[src/rtl/lcd_br_pkg.sv]
package lcd_br_pkg;

  typedef enum logic [2:0] {
    ST_RD_SET,
    ST_RD_HI,
    ST_RD_GAP,
    ST_WR_SET,
    ST_WR_HI,
    ST_WR_HOLD
  } seq_st_t;

  function automatic int ceil_ticks(input int ns, input int period_ns);
    int t;
    t = (ns + period_ns - 1) / period_ns;
    return (t < 1) ? 1 : t;
  endfunction

  function automatic int max_int(input int a, input int b);
    return (a > b) ? a : b;
  endfunction

endpackage

[src/rtl/lcd_tick_timer.sv]
module lcd_tick_timer #(
  parameter int CNT_W    = 6,
  parameter int RST_LOAD = 0
) (
  input  logic             clk,
  input  logic             rst,
  input  logic             load_i,
  input  logic [CNT_W-1:0] val_i,
  output logic             done_o
);

  logic [CNT_W-1:0] cnt_q;

  always_ff @(posedge clk) begin
    if (rst) begin
      cnt_q <= CNT_W'(RST_LOAD);
    end else if (load_i) begin
      cnt_q <= val_i;
    end else if (cnt_q != '0) begin
      cnt_q <= cnt_q - 1'b1;
    end
  end

  assign done_o = (cnt_q == '0);

endmodule

[src/rtl/lcd_hold_reg.sv]
module lcd_hold_reg #(
  parameter int DATA_W = 8
) (
  input  logic              clk,
  input  logic              rst,
  input  logic              sel_i,
  input  logic              rs_i,
  input  logic [DATA_W-1:0] data_i,
  input  logic              release_i,
  output logic              pending_o,
  output logic              ready_o,
  output logic              hold_rs_o,
  output logic [DATA_W-1:0] hold_data_o
);

  logic pend_q, pend_nx, accept;

  // a request is only taken while the register is empty
  assign accept  = sel_i && !pend_q;
  assign pend_nx = pend_q ? !release_i : sel_i;

  always_ff @(posedge clk) begin
    if (rst) begin
      pend_q  <= 1'b0;
      ready_o <= 1'b1;
    end else begin
      pend_q  <= pend_nx;
      ready_o <= !pend_nx;
    end
  end

  always_ff @(posedge clk) begin
    if (rst) begin
      hold_rs_o   <= 1'b0;
      hold_data_o <= '0;
    end else if (accept) begin
      hold_rs_o   <= rs_i;
      hold_data_o <= data_i;
    end
  end

  assign pending_o = pend_q;

endmodule

[src/rtl/lcd_busy_flag.sv]
module lcd_busy_flag #(
  parameter int DATA_W = 8
) (
  input  logic              clk,
  input  logic              rst,
  input  logic              sample_i,
  input  logic              mark_i,
  input  logic [DATA_W-1:0] db_i,
  output logic              busy_o
);

  logic unused_low_bits;
  assign unused_low_bits = ^db_i[DATA_W-2:0];

  always_ff @(posedge clk) begin
    if (rst) begin
      busy_o <= 1'b1;
    end else if (mark_i) begin
      busy_o <= 1'b1;
    end else if (sample_i) begin
      busy_o <= db_i[DATA_W-1];
    end
  end

endmodule

[src/rtl/lcd_seq_ctrl.sv]
module lcd_seq_ctrl
  import lcd_br_pkg::*;
#(
  parameter int DATA_W = 8,
  parameter int SET_T  = 4,
  parameter int E_T    = 23,
  parameter int HOLD_T = 2,
  parameter int GAP_T  = 10
) (
  input  logic              clk,
  input  logic              rst,
  input  logic              pending_i,
  input  logic              hold_rs_i,
  input  logic [DATA_W-1:0] hold_data_i,
  output logic              release_o,
  output logic              sample_o,
  output logic [DATA_W-1:0] db_o,
  output logic              oe_o,
  output logic              rs_o,
  output logic              rw_o,
  output logic              en_o
);

  localparam int MAX_T = max_int(max_int(SET_T, E_T), max_int(HOLD_T, GAP_T));
  localparam int CNT_W = $clog2(MAX_T + 1);

  seq_st_t          st_q, st_nx;
  logic             ld;
  logic [CNT_W-1:0] ld_val;
  logic             done;
  logic             nx_is_wr;

  lcd_tick_timer #(
    .CNT_W   (CNT_W),
    .RST_LOAD(SET_T - 1)
  ) timer_i (
    .clk   (clk),
    .rst   (rst),
    .load_i(ld),
    .val_i (ld_val),
    .done_o(done)
  );

  always_comb begin
    st_nx     = st_q;
    ld        = 1'b0;
    ld_val    = '0;
    release_o = 1'b0;
    sample_o  = 1'b0;
    case (st_q)
      ST_RD_SET, ST_RD_HI, ST_RD_GAP: begin
        if (pending_i) begin
          st_nx  = ST_WR_SET;
          ld     = 1'b1;
          ld_val = CNT_W'(SET_T - 1);
        end else if (done) begin
          ld = 1'b1;
          if (st_q == ST_RD_SET) begin
            st_nx  = ST_RD_HI;
            ld_val = CNT_W'(E_T - 1);
          end else if (st_q == ST_RD_HI) begin
            st_nx    = ST_RD_GAP;
            ld_val   = CNT_W'(GAP_T - 1);
            sample_o = 1'b1;
          end else begin
            st_nx  = ST_RD_SET;
            ld_val = CNT_W'(SET_T - 1);
          end
        end
      end
      ST_WR_SET: begin
        if (done) begin
          st_nx  = ST_WR_HI;
          ld     = 1'b1;
          ld_val = CNT_W'(E_T - 1);
        end
      end
      ST_WR_HI: begin
        if (done) begin
          st_nx  = ST_WR_HOLD;
          ld     = 1'b1;
          ld_val = CNT_W'(HOLD_T - 1);
        end
      end
      ST_WR_HOLD: begin
        if (done) begin
          st_nx     = ST_RD_SET;
          ld        = 1'b1;
          ld_val    = CNT_W'(SET_T - 1);
          release_o = 1'b1;
        end
      end
      default: begin
        st_nx  = ST_RD_SET;
        ld     = 1'b1;
        ld_val = CNT_W'(SET_T - 1);
      end
    endcase
  end

  assign nx_is_wr = (st_nx == ST_WR_SET) || (st_nx == ST_WR_HI) ||
                    (st_nx == ST_WR_HOLD);

  // panel lines are registered from the next state so they change with it
  always_ff @(posedge clk) begin
    if (rst) begin
      st_q <= ST_RD_SET;
      en_o <= 1'b0;
      rw_o <= 1'b1;
      rs_o <= 1'b0;
      oe_o <= 1'b0;
      db_o <= '0;
    end else begin
      st_q <= st_nx;
      en_o <= (st_nx == ST_RD_HI) || (st_nx == ST_WR_HI);
      rw_o <= !nx_is_wr;
      rs_o <= nx_is_wr ? hold_rs_i : 1'b0;
      oe_o <= nx_is_wr;
      db_o <= nx_is_wr ? hold_data_i : '0;
    end
  end

endmodule

[src/rtl/lcd_wr_bridge.sv]
module lcd_wr_bridge
  import lcd_br_pkg::*;
#(
  parameter int DATA_W        = 8,
  parameter int CLK_PERIOD_NS = 10,
  parameter int E_HIGH_NS     = 230,
  parameter int DATA_SETUP_NS = 80,
  parameter int ADDR_SETUP_NS = 40,
  parameter int HOLD_NS       = 20,
  parameter int READ_GAP_NS   = 100
) (
  input  logic              clk,
  input  logic              rst,
  input  logic              cpu_sel,
  input  logic              cpu_rs,
  input  logic [DATA_W-1:0] cpu_wdata,
  output logic              cpu_ready,
  input  logic [DATA_W-1:0] lcd_db_in,
  output logic [DATA_W-1:0] lcd_db_out,
  output logic              lcd_db_oe,
  output logic              lcd_rs,
  output logic              lcd_rw,
  output logic              lcd_en,
  output logic              lcd_busy
);

  localparam int SET_T  = ceil_ticks(ADDR_SETUP_NS, CLK_PERIOD_NS);
  localparam int E_T    = max_int(ceil_ticks(E_HIGH_NS, CLK_PERIOD_NS),
                                  ceil_ticks(DATA_SETUP_NS, CLK_PERIOD_NS));
  localparam int HOLD_T = ceil_ticks(HOLD_NS, CLK_PERIOD_NS);
  localparam int GAP_T  = ceil_ticks(READ_GAP_NS, CLK_PERIOD_NS);

  logic              pending, rel, sample;
  logic              hold_rs;
  logic [DATA_W-1:0] hold_data;

  lcd_hold_reg #(.DATA_W(DATA_W)) hold_i (
    .clk        (clk),
    .rst        (rst),
    .sel_i      (cpu_sel),
    .rs_i       (cpu_rs),
    .data_i     (cpu_wdata),
    .release_i  (rel),
    .pending_o  (pending),
    .ready_o    (cpu_ready),
    .hold_rs_o  (hold_rs),
    .hold_data_o(hold_data)
  );

  lcd_seq_ctrl #(
    .DATA_W(DATA_W),
    .SET_T (SET_T),
    .E_T   (E_T),
    .HOLD_T(HOLD_T),
    .GAP_T (GAP_T)
  ) seq_i (
    .clk        (clk),
    .rst        (rst),
    .pending_i  (pending),
    .hold_rs_i  (hold_rs),
    .hold_data_i(hold_data),
    .release_o  (rel),
    .sample_o   (sample),
    .db_o       (lcd_db_out),
    .oe_o       (lcd_db_oe),
    .rs_o       (lcd_rs),
    .rw_o       (lcd_rw),
    .en_o       (lcd_en)
  );

  lcd_busy_flag #(.DATA_W(DATA_W)) busy_i (
    .clk     (clk),
    .rst     (rst),
    .sample_i(sample),
    .mark_i  (rel),
    .db_i    (lcd_db_in),
    .busy_o  (lcd_busy)
  );

endmodule

[config.mk]
export PLATFORM = sky130hd
export DESIGN_NAME = lcd_wr_bridge
export DESIGN_NICKNAME = d
export VERILOG_FILES = /design/src/rtl/lcd_br_pkg.sv /design/src/rtl/lcd_tick_timer.sv /design/src/rtl/lcd_hold_reg.sv /design/src/rtl/lcd_busy_flag.sv /design/src/rtl/lcd_seq_ctrl.sv /design/src/rtl/lcd_wr_bridge.sv
export SDC_FILE = /design/constraint.sdc
export NUM_CORES = 1
export LEC_CHECK = 0
export BUFFER_PORTS_ARGS = -buffer_cell sky130_fd_sc_hd__clkbuf_2
export CAP_MARGIN = 5
export CORE_MARGIN = 5
export CORE_UTILIZATION = 53
export CTS_BUF_LIST = sky130_fd_sc_hd__clkbuf_4
export DETAILED_ROUTE_END_ITERATION = 10
export PLACE_DENSITY_LB_ADDON = 0.25
export REMOVE_ABC_BUFFERS = 1
export SLEW_MARGIN = 10
export SYNTH_ARGS = -nofsm -noshare
export SYNTH_HDL_FRONTEND = slang
export SYNTH_SLANG_ARGS = --single-unit
[constraint.sdc]
create_clock -name clk -period 2.78 [get_ports clk]
set_clock_uncertainty 0.15 [all_clocks]
set_input_delay 0.417 -clock clk [delete_from_list [all_inputs] [get_ports clk]]
set_output_delay 0.417 -clock clk [all_outputs]
set_load 0.1 [all_outputs]
==> results.cfg, run 1 <==
[synthesis]
synth-seq-area-share_pct = 50.4
synth.largest_area_cell = dfxtp_1
synthArstFlopShare_pct = 0
synth.avg_cell_area_um2 = 8.59
synthCells = 148
ys_seq_elements = 32
synth_warnings = 0
ys_types = 38
synth_area_leaders = dfxtp_1, nand2_1, a21oi_1, and2_1, clkbuf_1
synthTopCellsByCount = dfxtp_1, nand2_1, a21oi_1
synth_top_cell_area_share_pct = 50.4
synth.cell_area_um2 = 1270
synth_most_common_cell = dfxtp_1
yosys_most_used_dff = dfxtp_1
synth_enable_flop_cells = 0

[clock_network]
cts_max_level = 2
cts_tree = yes
clk_pin_slew_ps = 100
clock_path_buffers = 2
worstSkewPairLatency_ps = 330
cts-hold-fix-buffers = 0
root_buffer = clkbuf_4
cts.sink_count = 32
cts_resized = 0
postCtsSetupRepairBufs = 0
cts_buffers = 5

[sta]
drv_slew = 0
max_freq_ghz = 0.479
rsz0062_at_grt = false
fin_ws_ps = 691
period_minus_slack_ps = 2090
slew_headroom_pct = 56.4
hold_viol_final = 0
worst_pin_slew_ps = 654
setup_viol = 0
tns_ps = 0
post-route-period-util_pct = 75.1

[global_route]
grt.total_usage_pct = 15.8
grt.busiest_layer = met2
met2_usage_pct = 25.7
gr-usage-met1_pct = 18.7
grt_pass1_vias = 1003
grt_max_degree = 22
gr-total-overflow = 0
grt_first_pass_wirelength_mm = 4.16
gr-usage-met3_pct = 4.58
antenna_found_initial = 0

[route]
wl_per_cell_um = 12.1
viasPerCell = 5.39
num_vias = 1088
ant_nets = 0
drt_iter0_markers = 19
dr.pass1.iters = 4
drc_errors = 0
routed_wirelength_mm = 2.44

[die]
rows = 17
core_um2 = 2250
dieArea_um2 = 3480
io_pins = 34
start_util_pct = 56.4
die_h_um = 59.0
die_w_um = 59.0

[min_path]
hold_start = cpu_wdata[0]
whs_path_depth = 3
whs_endpoint = hold_i.hold_data_o[0]$_SDFFE_PP0P_
min_path_type = in -> reg

[placed_design]
pre_cts_ws_ps = 706
place_hpwl_mm = 1.73
portBuffers = 26
gp_congestion = 0.742
placed_area_um2 = 1410

[worst_setup_path]
r2r_slack_ps = 690
end_kind = flip-flop
r2r_cells = 6
cp.depth = 6
slowest_delay_ps = 470
path_class = reg -> reg
cp_slowest_cell = or4b_1
crit_buf_inv = 1
cp.required_ps = 2850
reg2reg_from = seq_i.timer_i.cnt_q[0]$_SDFFE_PP1P_
cp_top_family = simple AND/OR/NAND/NOR gates
crit_chain = inv_1 > ha_1 > or4b_1 > or4_1 > a31o_1 > a21o_1
cp-start-kind = flip-flop
worst_ep_arrival_time_ps = 2160
r2r-end = seq_i.timer_i.cnt_q[1]$_SDFFE_PP1P_
cp_max_fo = 3

[pwr]
max-vdd-ir-drop_mv = 0.421
powerDensity_nw_per_um2 = 683
p_leak_nw = 0.677

[run]
maxCapViolations = 0

[cells_and_area]
final_area_um2 = 1490
n_antenna_cell = 0
syn_to_final_growth_pct = 17.4
nets = 195
drive_gt1_share_pct = 22.4
fillCellCount = 194

[run_status]
status = completed
## power by group
| group | switching, mW | leakage [nW] | internal [mW] | total, mW |
|---|---|---|---|---|
| Clock | 0.148 | 0.0456 | 0.198 | 0.346 |
| Combinational | 0.112 | 0.370 | 0.0539 | 0.166 |
| Sequential | 0.0240 | 0.262 | 0.484 | 0.508 |
## routing by layer
metal,up-vias,share of wire [%]
met5,-,0
met2,33,48
met1,501,43
li1,546,-
met3,8,6.1
met4,0,2.4
## logic make-up (layout without fill, tap and decap cells)
family | count (synthesis) | in the layout | synth area share (%)
AND/OR/NAND/NOR | 63 | 63 | 24.8
AO/OA/AOI/OAI | 32 | 32 | 15.5
flip-flops | 32 | 32 | 50.4
buffers and inverters | 15 | 41 | 4.53
XOR/XNOR | 3 | 3 | 2.07
adder cells (fa/ha/maj) | 2 | 2 | 1.97
multiplexers | 1 | 1 | 0.787
## layout make-up
type / instances / area [µm²] / area share (%)
flip-flops and latches: 32 / 641 / 42.9
multi-input cells: 101 / 573 / 38.4
repair buffers: 28 / 145 / 9.72
clock buffers: 6 / 45.0 / 3.02
clock inverters: 2 / 35.0 / 2.35
well taps: 28 / 35.0 / 2.35
inverters: 5 / 18.8 / 1.26
## cell usage in the layout (no fill, tap or decap), types with 2 or more instances in the layout
master / netlist / final
buf_4: 0 / 2
dfxtp_1: 32 / 32
clkbuf_2: 0 / 26
a211oi_1: 2 / 2
o21ai_0: 2 / 2
nand3b_1: 2 / 2
nand2_1: 25 / 25
and2_1: 9 / 9
nor3_1: 3 / 3
inv_1: 5 / 5
clkbuf_4: 0 / 6
a21oi_1: 18 / 18
nand3_1: 3 / 3
nor2_1: 8 / 8
xor2_1: 3 / 3
ha_1: 2 / 2
nor2b_1: 3 / 3
## how the worst max path moves through the flow
| stage | start | end | slack (ps) |
|---|---|---|---|
| after floorplan | seq_i.timer_i.cnt_q[0]$_SDFFE_PP1P_ | seq_i.timer_i.cnt_q[1]$_SDFFE_PP1P_ | 620 |
| after global placement | seq_i.timer_i.cnt_q[0]$_SDFFE_PP1P_ | seq_i.timer_i.cnt_q[1]$_SDFFE_PP1P_ | 740 |
| after detailed placement | seq_i.timer_i.cnt_q[0]$_SDFFE_PP1P_ | seq_i.timer_i.cnt_q[1]$_SDFFE_PP1P_ | 710 |
| after CTS | seq_i.timer_i.cnt_q[0]$_SDFFE_PP1P_ | seq_i.timer_i.cnt_q[1]$_SDFFE_PP1P_ | 690 |
| after global routing | seq_i.timer_i.cnt_q[0]$_SDFFE_PP1P_ | seq_i.db_o[5]$_SDFF_PP0_ | 560 |
| final | seq_i.timer_i.cnt_q[0]$_SDFFE_PP1P_ | seq_i.timer_i.cnt_q[1]$_SDFFE_PP1P_ | 690 |
## per-stage QoR
stage	hold WS (ps)	util, %	instances	total power [mW]
floorplan	276	-	138	0.640
global placement	285	62.7	194	0.677
detailed placement	290	62.7	194	0.683
CTS	135	66.2	202	1.03
global route	133	66.2	202	1.08
finish	146	66.2	202	1.02
## worst register-to-register path, cell delays in order, from the launching register on
cell and delay, ps:
dfxtp_1 320, inv_1 90, ha_1 170, or4b_1 470
or4_1 410, a31o_1 220, a21o_1 170
## registers in the layout, indices dropped and copies added (netlist names)
name	flops
hold_i.hold_data_o	8
seq_i.db_o	8
seq_i.timer_i.cnt_q	5
seq_i.st_q	3
busy_i.busy_o	1
hold_i.hold_rs_o	1
hold_i.pending_o	1
hold_i.ready_o	1
seq_i.en_o	1
seq_i.oe_o	1
seq_i.rs_o	1
seq_i.rw_o	1
No activity file was read; power rests on OpenSTA's default activity.
==> run 2: changes to the inputs <==
Settings changed: ABC_AREA from default to 1, CORE_UTILIZATION 53 to 49.
Clock period 2.78 ns to 1.8 ns, I/O delays scaled along.
==> results.cfg, run 2 <==
[placed_design]
place_inst = 227
gp_congestion = 0.779
place_hpwl_mm = 1.98
placed_area_um2 = 1540
portBuffers = 26
pre_cts_ws_ps = 14.5

[pwr]
p_int_mw = 1.19
switchingPower_uw = 611
sw_frac_of_total_pct = 33.9
clockPowerShare_pct = 30.1
max-vdd-ir-drop_mv = 0.865
p_seq_share_pct = 44.4
p_comb_share_pct = 25.6
p_leak_nw = 0.787
powerDensity_nw_per_um2 = 1100

[clock_network]
worstSkewPairLatency_ps = 330
root_buffer = clkbuf_4
cts-hold-fix-buffers = 0
postCtsSetupRepairBufs = 0
cts_buffers = 5
cts_max_level = 2
cts.sink_count = 32
clock_path_buffers = 2
clk_pin_slew_ps = 100
cts_tree = yes

[sta]
period_minus_slack_ps = 1680
drv_slew = 0
post-route-period-util_pct = 93.4
max_freq_ghz = 0.595
fin_ws_ps = 119
worst_pin_slew_ps = 555
slew_headroom_pct = 62.9
hold_viol_final = 0
setup_viol = 0

[worst_setup_path]
end_kind = flip-flop
path_class = reg -> reg
worst_ep_arrival_time_ps = 1810
crit_buf_inv = 2
cp-start-kind = flip-flop
crit_chain = inv_1 > ha_2 > inv_2 > nor2_4 > nand2_4 > nand2_1 > nand3_1 > nand2_2 > nor2_2 > nor2_4 > nand2_2 > nor2_2
cp_top_family = simple AND/OR/NAND/NOR gates
slowest_delay_ps = 310
cp.required_ps = 1930
cp_max_fo = 7
cp_slowest_cell = dfxtp_1

[synthesis]
synth_most_common_cell = dfxtp_1
muxShareOfSynthArea_pct = 0
synthCells = 171
yosys.area_share.simple_pct = 27.2
synth_enable_flop_cells = 0
yosys_most_used_dff = dfxtp_1
synthArstFlopShare_pct = 0
synth_adder_area_share_pct = 1.82
synth_warnings = 0
synth_top_family_by_area = simple AND/OR/NAND/NOR gates
synthTopCellsByCount = dfxtp_1, nand2_1, inv_1
synth-compound-area-share_pct = 13.6
synth.cell_area_um2 = 1370
synth-xor-area-share_pct = 1.28
ys_seq_elements = 32
synth_area_leaders = dfxtp_1, nand2_1, a21oi_1, inv_1, nor2_2
synth-seq-area-share_pct = 46.7
ys_types = 24
synth.avg_cell_area_um2 = 8.02
synth_top_cell_area_share_pct = 46.7
synth.largest_area_cell = dfxtp_1

[die]
start_util_pct = 50.6
io_pins = 34
dieArea_um2 = 3960
core_um2 = 2710
die_h_um = 62.9
die_w_um = 62.9
rows = 19

[cells_and_area]
reg_top3 = hold_i.hold_data_o (8), seq_i.db_o (8), seq_i.timer_i.cnt_q (5)
final_util_pct = 60.7
drive_gt1_share_pct = 35.1
nets = 226
fin_cells = 236
fillCellCount = 254
final_area_um2 = 1640
final-seq-area_um2 = 641
final_common_cell = dfxtp_1
n_antenna_cell = 0
multi_input_area_um2 = 631
syn_to_final_growth_pct = 19.9
layout_common_cells = dfxtp_1, nand2_1, clkbuf_2

[route]
viasPerCell = 4.94
routed_wirelength_mm = 2.77
wl_per_cell_um = 11.7
drc_errors = 0
drt_iter0_markers = 67
num_vias = 1167
ant_nets = 0
dr.pass1.iters = 4

[run_status]
status = completed

[run]
maxCapViolations = 0

[global_route]
grt_first_pass_wirelength_mm = 4.75
antenna_found_initial = 0
grt.total_usage_pct = 14.7
grt_pass1_vias = 1155
grt_max_degree = 20
gr-total-overflow = 0

[min_path]
min_path_type = in -> reg
run 2: path summary, 6_finish.rpt:
check	from	to	slack, ps	cells past startpoint
min	lcd_db_in[7]	busy_i.busy_o$_SDFFE_PP1P_	4	3
min reg2reg	hold_i.hold_data_o[0]$_SDFFE_PP0P_	seq_i.db_o[0]$_SDFF_PP0_	290	2
max reg2reg	seq_i.timer_i.cnt_q[0]$_SDFFE_PP1P_	seq_i.rs_o$_SDFF_PP0_	120	12
max	seq_i.timer_i.cnt_q[0]$_SDFFE_PP1P_	seq_i.rs_o$_SDFF_PP0_	120	12
run 2: final cells by class:
cell class / instances / share of cell area (%)
clock buffers: 6 / 2.74
clock inverters: 2 / 2.13
inverters: 27 / 6.16
multi-input cells: 109 / 38.4
flip-flops and latches: 32 / 39.0
well taps: 31 / 2.36
repair buffers: 29 / 9.28
run 2: cell families after synthesis:
group,count (synthesis)
simple gates,69
compound gates,35
flops,32
buf+inv,31
xor+xnor,2
fa+ha+maj,2
run 2: power groups by stage:
stage / clock network [mW] / logic (mW) / registers (mW)
2_1_floorplan: 0 / 0.210 / 0.956
3_3_place_gp: 0 / 0.435 / 0.813
3_5_place_dp: 0 / 0.442 / 0.816
4_1_cts: 0.561 / 0.448 / 0.800
5_1_grt: 0.602 / 0.510 / 0.808
6_report: 0.542 / 0.461 / 0.800
run 2: per-layer routing:
layer	GRT usage (%)	wire, µm	vias to the layer above
li1	-	-	605
met1	16.6	1210	527
met2	24.9	1350	27
met3	4.14	139	8
met4	7.69	58	0
met5	0	0	-
run 2: through the flow:
stage | power, mW | hold WS (ps) | setup TNS (ps)
2_1_floorplan | 1.17 | 189 | 0
6_report | 1.80 | 3.73 | 0
4_1_cts | 1.81 | 0.776 | 0
3_3_place_gp | 1.25 | 276 | 0
5_1_grt | 1.92 | 30.5 | -24.5
3_5_place_dp | 1.26 | 275 | 0
run 2: worst register-to-register path, stage by stage, from the launching register on:
cell and delay, ps:
dfxtp_1 310, inv_1 70, ha_2 200, inv_2 50, nor2_4 110, nand2_4 90, nand2_1 60, nand3_1 70
nand2_2 110, nor2_2 60, nor2_4 120, nand2_2 130, nor2_2 90
run 2: timing repair:
action | in CTS | in global routing
cloned | 0 | 1
gates resized for setup | 1 | 4
pin swaps | 0 | 1
endpoints found under the setup margin | 1 | 10
==> run 3: changes to the inputs <==
Settings changed: BUFFER_PORTS_ARGS -buffer_cell sky130_fd_sc_hd__clkbuf_2 to default, CORE_UTILIZATION 49 to 55, CTS_CLUSTER_DIAMETER from default to 40, DONT_BUFFER_PORTS from default to 1, HOLD_SLACK_MARGIN from default to 0.06.
==> results.cfg, run 3 (synthesis gave the netlist of run 2 again) <==
[run_status]
status = completed

[worst_setup_path]
end_kind = flip-flop
cp_slowest_cell = dfxtp_1
cp-start-kind = flip-flop
path_class = reg -> reg
cp_max_fo = 7
crit_chain = inv_2 > ha_4 > inv_2 > nor2_4 > nand2_4 > nand2_1 > nand3_1 > nand2_2 > nor2_2 > nor2_4 > nand2_4 > nor2_1
slowest_delay_ps = 320
cp.required_ps = 1920
worst_ep_arrival_time_ps = 1770

[pwr]
max-vdd-ir-drop_mv = 0.842
p_leak_nw = 0.794
powerDensity_nw_per_um2 = 1060
p_total_mw = 1.85

[cells_and_area]
fillCellCount = 194
reg_top3 = hold_i.hold_data_o (8), seq_i.db_o (8), seq_i.timer_i.cnt_q (5)
drive_gt1_share_pct = 30.4
fin_cells = 234
final_common_cell = dfxtp_1
layout_common_cells = dfxtp_1, nand2_1, inv_1
syn_to_final_growth_pct = 27.1
final_util_pct = 71.7
nets = 225
final_area_um2 = 1740
n_antenna_cell = 0

[route]
drt_iter0_markers = 26
drc_errors = 0
ant_nets = 0
wl_per_cell_um = 13.1
routed_wirelength_mm = 3.06
viasPerCell = 5.20
num_vias = 1216
dr.pass1.iters = 4

[sta]
whs_ps = 110
fin_ws_ps = 142
post-route-period-util_pct = 92.1
tns_ps = 0
setup_viol = 0
period_minus_slack_ps = 1660
drv_slew = 0
max_freq_ghz = 0.603
worst_pin_slew_ps = 531
hold_viol_final = 0
rsz0062_at_grt = false
slew_headroom_pct = 64.5

[global_route]
grt_max_degree = 20
gr-total-overflow = 0
met2_usage_pct = 33.2
grt.busiest_layer = met2
gr-usage-met3_pct = 7.13
antenna_found_initial = 0
grt_pass1_vias = 1201
grt_first_pass_wirelength_mm = 5.08
gr-usage-met1_pct = 20.2
grt.total_usage_pct = 19.2

[placed_design]
place_hpwl_mm = 2.02
pre_cts_ws_ps = -17.8
placed_area_um2 = 1510
place_inst = 214
gp_congestion = 0.863
portBuffers = 0

[clock_network]
cts.sink_count = 32
cts_buffers = 5
worstSkewPairLatency_ps = 330
clk_pin_slew_ps = 110
clock_path_buffers = 2
cts_tree = yes
root_buffer = clkbuf_4
cts_max_level = 2
postCtsSetupRepairBufs = 0

[die]
core_um2 = 2430
die_h_um = 59.9
die_w_um = 59.9
rows = 18
start_util_pct = 56.4
io_pins = 34
dieArea_um2 = 3590

[min_path]
min_path_type = in -> reg

[run]
maxCapViolations = 0
-- run 3: cell count changes in the layout (fill, tap and decap cells not counted), moves of 2 or more --
cell           change
dlygate4sd3_1     +11
clkbuf_2          -26
buf_4             +14
inv_1              -2
inv_2              +2
-- run 3: final timing paths --
kind	from	endpoint	slack, ps	depth (start not counted)
min reg2reg	hold_i.hold_data_o[0]$_SDFFE_PP0P_	seq_i.db_o[0]$_SDFF_PP0_	290	2
max reg2reg	seq_i.timer_i.cnt_q[1]$_SDFFE_PP1P_	seq_i.db_o[0]$_SDFF_PP0_	140	12
max	seq_i.timer_i.cnt_q[1]$_SDFFE_PP1P_	seq_i.db_o[0]$_SDFF_PP0_	140	12
min	rst	seq_i.timer_i.cnt_q[1]$_SDFFE_PP1P_	110	2
-- run 3: final cells by class --
class	instances	area (µm²)	area share, %
Multi-Input combinational cell	109	646	37.0
Tap cell	30	37.5	2.15
Clock buffer	6	45.0	2.58
Clock inverter	2	35.0	2.01
Inverter	27	101	5.81
Sequential cell	32	641	36.8
Timing Repair Buffer	28	238	13.6
-- run 3: metal layers --
| layer | share of wire, % | wire length (µm) |
|---|---|---|
| met4 | 2.7 | 84 |
| met1 | 39 | 1210 |
| met3 | 6.2 | 191 |
| met5 | 0 | 0 |
| met2 | 51 | 1580 |
-- run 3: repair_timing --
action,in CTS,in global routing
pin swaps,0,3
cloned,0,1
hold buffers,11,0
gates resized for setup,1,8
hold endpoints to repair,18,0
setup endpoints to repair,8,11
-- run 3: where the power goes --
group,switching (mW),internal (mW)
Combinational,0.353,0.142
Sequential,0.0341,0.769
Clock,0.248,0.306
-- run 3: worst max-delay path, delay by kind of cell (launching register included) --
family | cells | cell delay, ps
fa+ha+maj | 1 | 130
buf+inv | 2 | 110
flops | 1 | 320
simple gates | 9 | 870
